==> config.mk <==
export PLATFORM = sky130hd
export DESIGN_NAME = lbist_seq
export DESIGN_NICKNAME = d
export VERILOG_FILES = /design/src/rtl/lbist_pkg.sv /design/src/rtl/lbist_seq.sv
export SDC_FILE = /design/constraint.sdc
export NUM_CORES = 1
export LEC_CHECK = 0
export ABC_AREA = 1
export CAP_MARGIN = 10
export CORE_AREA = 2 2 39 41
export DETAILED_ROUTE_END_ITERATION = 16
export DIE_AREA = 0 0 41 43
export GPL_TIMING_DRIVEN = 0
export PLACE_DENSITY = 0.42
export SLEW_MARGIN = 10
export SYNTH_ARGS = -nofsm -noshare
export SYNTH_HDL_FRONTEND = slang
export SYNTH_SLANG_ARGS = --single-unit
export TNS_END_PERCENT = 30
==> constraint.sdc <==
create_clock -name clk -period 1.1 [get_ports clk]
set_clock_uncertainty 0.2 [all_clocks]
set_input_delay 0.11 -clock clk [delete_from_list [all_inputs] [get_ports clk]]
set_output_delay 0.11 -clock clk [all_outputs]
set_load 0.02 [all_outputs]
==> src/rtl/lbist_pkg.sv <==
package lbist_pkg;

    localparam int unsigned PAY_W_DEF  = 35;
    localparam int unsigned CNT_W_DEF  = 8;
    localparam int unsigned ADDR_W_DEF = 2;

    localparam int unsigned REG_ERRCNT = 0;
    localparam int unsigned REG_LOCK   = 1;

    typedef enum logic [1:0] {
        ST_IDLE  = 2'd0,
        ST_ARMED = 2'd1,
        ST_CHECK = 2'd2,
        ST_DONE  = 2'd3
    } phase_t;

    typedef struct packed {
        logic start;
        logic stop;
    } en_evt_t;

    typedef struct packed {
        logic seen_lock;
        logic fail;
    } verdict_t;

    function automatic logic verdict_pass(verdict_t v);
        return v.seen_lock & ~v.fail;
    endfunction

endpackage

==> src/rtl/lbist_seq.sv <==
module lbist_seq
    import lbist_pkg::*;
(
    input  logic     clk,
    input  logic     rst,
    input  logic     pwr_down,
    input  en_evt_t  evt,
    input  logic     test_en,
    input  logic     lock,
    input  logic     err_now,
    output phase_t   phase,
    output verdict_t verdict
);

    phase_t   phase_n;
    verdict_t verdict_n;

    always_comb begin
        phase_n   = phase;
        verdict_n = verdict;
        if (evt.start) begin
            phase_n   = ST_ARMED;
            verdict_n = '0;
        end else begin
            unique case (phase)
                ST_ARMED: begin
                    if (!test_en) begin
                        phase_n = ST_DONE;
                    end else if (lock) begin
                        phase_n             = ST_CHECK;
                        verdict_n.seen_lock = 1'b1;
                    end
                end
                ST_CHECK: begin
                    if (!test_en) begin
                        phase_n = ST_DONE;
                    end else if (!lock) begin
                        phase_n        = ST_ARMED;
                        verdict_n.fail = 1'b1;
                    end else if (err_now) begin
                        verdict_n.fail = 1'b1;
                    end
                end
                default: begin
                    phase_n = phase;
                end
            endcase
        end
    end

    always_ff @(posedge clk) begin
        if (rst || pwr_down) begin
            phase   <= ST_IDLE;
            verdict <= '0;
        end else begin
            phase   <= phase_n;
            verdict <= verdict_n;
        end
    end

endmodule

==> reports/qor.txt <==
RUN
------------------------------------------------------------------------------------------
Max-capacitance violation count .............................................            0

WORST SETUP PATH
------------------------------------------------------------------------------------------
Standard cell with the maximum stage delay on the critical path .............      dfxtp_4
Worst-path fanout max .......................................................            6
Type of the worst setup path ................................................ register to output port
Worst Path Buf+Inv ..........................................................            1
Category of the worst setup path capture point ..............................  output port
Worst Path Arrival ..........................................................      0.74 ns
Stage delay of the slowest cell on the critical path ........................      0.35 ns
Worst setup SP type .........................................................     register
Sequence of cells on the critical path ......................................        buf_4
Data required time at the worst endpoint ....................................      0.79 ns
CP delay by family, top .....................................................   flip-flops

CLOCK TREE
------------------------------------------------------------------------------------------
Clock edge transition at the registers on the reported setup and hold paths .      0.04 ns
Number of clock sinks .......................................................            4
CTS H-Tree Depth ............................................................            1
CTS Hold Bufs ...............................................................            0
Number of post-CTS setup repair buffers .....................................            0
CTS tree ....................................................................          yes
Source-to-sink clock delay at the later pin of the worst-skew pair ..........      0.23 ns
Longest Clk Path Bufs .......................................................            2
Total clock buffers created by CTS ..........................................            3
CTS root buf ................................................................     clkbuf_4

ROUTING
------------------------------------------------------------------------------------------
Remaining number of nets flagged by the antenna check after routing .........            0
Routed WL per cell ..........................................................      7.58 um
Number of DRC markers in iteration 0 ........................................            0
Vias post-DR ................................................................          208
Via density per instance ....................................................         3.65
DRC Markers .................................................................            0
Detailed Routing Iterations Pass 1 ..........................................            1
Overall routed net length ...................................................       432 um

PLACED DESIGN
------------------------------------------------------------------------------------------
I/O Buffers .................................................................           10
DP Wirelength ...............................................................       327 um
Placement-stage worst setup slack ...........................................    -0.247 ns
Global placer's final weighted congestion ...................................        0.594

TIMING
------------------------------------------------------------------------------------------
Maximum operating frequency .................................................      952 MHz
Headroom to the max-slew limit ..............................................        89.2%
Fin worst setup slack .......................................................    0.0493 ns
Total count of hold-check failures in the final report ......................            0
Fraction of the cycle the final worst path needs ............................        95.5%
Setup repair after global routing missed its margin .........................           no
Count of endpoints failing setup in the final report ........................            0
Max-slew violation count ....................................................            0
Shortest period the worst path allows .......................................      1.05 ns
Transition at the pin with the smallest max-transition slack ................     0.162 ns

POWER
------------------------------------------------------------------------------------------
Seq pwr share ...............................................................        39.2%
Portion of total power attributed to combinational logic ....................        11.9%
Sw Pwr ......................................................................      83.6 uW
Clock network fraction of design power ......................................        48.9%
IR drop worst, VDD ..........................................................     0.373 mV
Switching power as a share of total power ...................................        22.1%
Power density over the cells ................................................  1170 mW/mm2
Cell internal power dissipation .............................................       295 uW
Leakage .....................................................................  0.000138 uW

GRT
------------------------------------------------------------------------------------------
Total global routing overflow ...............................................            0
Number of antenna violations at the first check in global routing ...........            0
GRT Overall Usage ...........................................................        7.43%
Largest net degree at the start of global routing ...........................            7
Wire length of the first global-routing pass ................................       786 um
Number of global-route vias before repair ...................................          207

SYNTH
------------------------------------------------------------------------------------------
Count of yosys warnings during synthesis ....................................            0
Unique cell type count in the Yosys netlist .................................           10
Number of synthesized register bits .........................................            4
Synthesized netlist cell count ..............................................           28
Top post-synthesis cells by area ............................................ dfxtp_1 (42%), nand2_1 (16%), inv_1 (12%)
Area share of the largest cell type after synthesis .........................        42.4%
Yosys top cell by area ......................................................      dfxtp_1
Fraction of the yosys area taken by sequential cells ........................        42.4%
Avg Cell Area, Syn ..........................................................     6.75 um2
Netlist Area Pre-Place ......................................................      189 um2
Post-Synthesis Net Count ....................................................           36

FLOORPLAN
------------------------------------------------------------------------------------------
Row count ...................................................................           14
Die extent in y .............................................................        43 um
Width of the die ............................................................        41 um
Total I/O pin count .........................................................           12
Die outline area ............................................................  0.00176 mm2
Standard cell core area .....................................................  0.00138 mm2
Starting Density ............................................................        13.7%

LAYOUT
------------------------------------------------------------------------------------------
Number of antenna repair diodes .............................................            0
Core occupancy in the finished layout .......................................        23.4%
Post-layout net count .......................................................           51
Area added between synthesis and finish .....................................        71.5%
Most frequent cells in the layout ........................................... nand2_1 (8), inv_1 (6), clkdlybuf4s50_1 (6)
Commonest non-fill, non-tap cell in the layout ..............................      nand2_1
Share of post-route cells with drive strength above 1 .......................        24.4%
Filler cell count ...........................................................          157

WORST HOLD PATH
------------------------------------------------------------------------------------------
Hold Path Class ............................................................. register to register

OUTCOME
------------------------------------------------------------------------------------------
Status ...................................................................... finished, final reports clean

## Yosys cell counts, drive strengths merged
cell and number:
nand4 1, nand2 8, o21ai 1, nor2 2
nand3b 1, or2 1, a21oi 4, inv 6
dfxtp 4
## sequential cells by signal, summed over array words and instances (netlist names)
name,cells
verdict,2
phase,2
## stage by stage
stage                     TNS, ns  hold slack (ns)  power, uW  cell area, um2  instances
after floorplan                 0           0.0607        169             189         28
after global placement      -1.11            0.247        201             309         54
after detailed placement    -1.07            0.253        200             309         54
after CTS                       0            0.257        390             314         57
after global routing            0            0.271        411             324         57
final                           0            0.250        378             324         57
## final timing paths
kind / slack [ns] / to / depth (start not counted) / start
min: 0.25 / verdict[1] / 2 / verdict[1]
max: 0.05 / phase[0] / 1 / phase[0]
max reg2reg: 0.07 / phase[1] / 3 / phase[0]
min reg2reg: 0.25 / verdict[1] / 2 / verdict[1]
## power by group through the flow
stage                     clock [uW]  combinational, uW  sequential, uW
after CTS                        194               44.5             152
after detailed placement           0               46.5             154
after global routing             213               49.3             149
final                            185               45.2             148
after floorplan                    0               13.3             156
after global placement             0               47.0             154
## cells by family after synthesis
family          after synthesis  synth area share, %
compound gates                5                 15.2
buf+inv                       6                 11.9
flops                         4                 42.4
simple gates                 13                 30.5
## tightest hold or removal path: cells and delay by family, from the launching register on
kind	cells	cell delay (ns)
DFF	1	0.30
buffers and inverters	1	0.05
AOI/OAI and AO/OA	1	0.05
## routing by layer
| metal | vias up | routed length [um] | track usage [%] |
|---|---|---|---|
| met2 | 9 | 192 | 10.0 |
| met4 | 0 | 0 | 4.00 |
| met5 | - | 0 | 0 |
| met1 | 85 | 189 | 6.75 |
| met3 | 0 | 50 | 7.85 |
| li1 | 114 | - | - |
## final cells by class
class / instances / area [um2] / area share, %
timing repair buffer: 10 / 85.1 / 26.3
tap: 16 / 20.0 / 6.18
multi-input combinational: 18 / 86.3 / 26.6
sequential: 4 / 87.6 / 27.0
clock buffer: 3 / 22.5 / 6.95
inverter: 6 / 22.5 / 6.95
## repair_timing
action | in CTS | in global routing
gates resized for setup | 18 | 4
endpoints found under the setup margin | 4 | 2
hold endpoints to repair | 0 | 0
No activity file was read; power rests on OpenSTA's default activity.
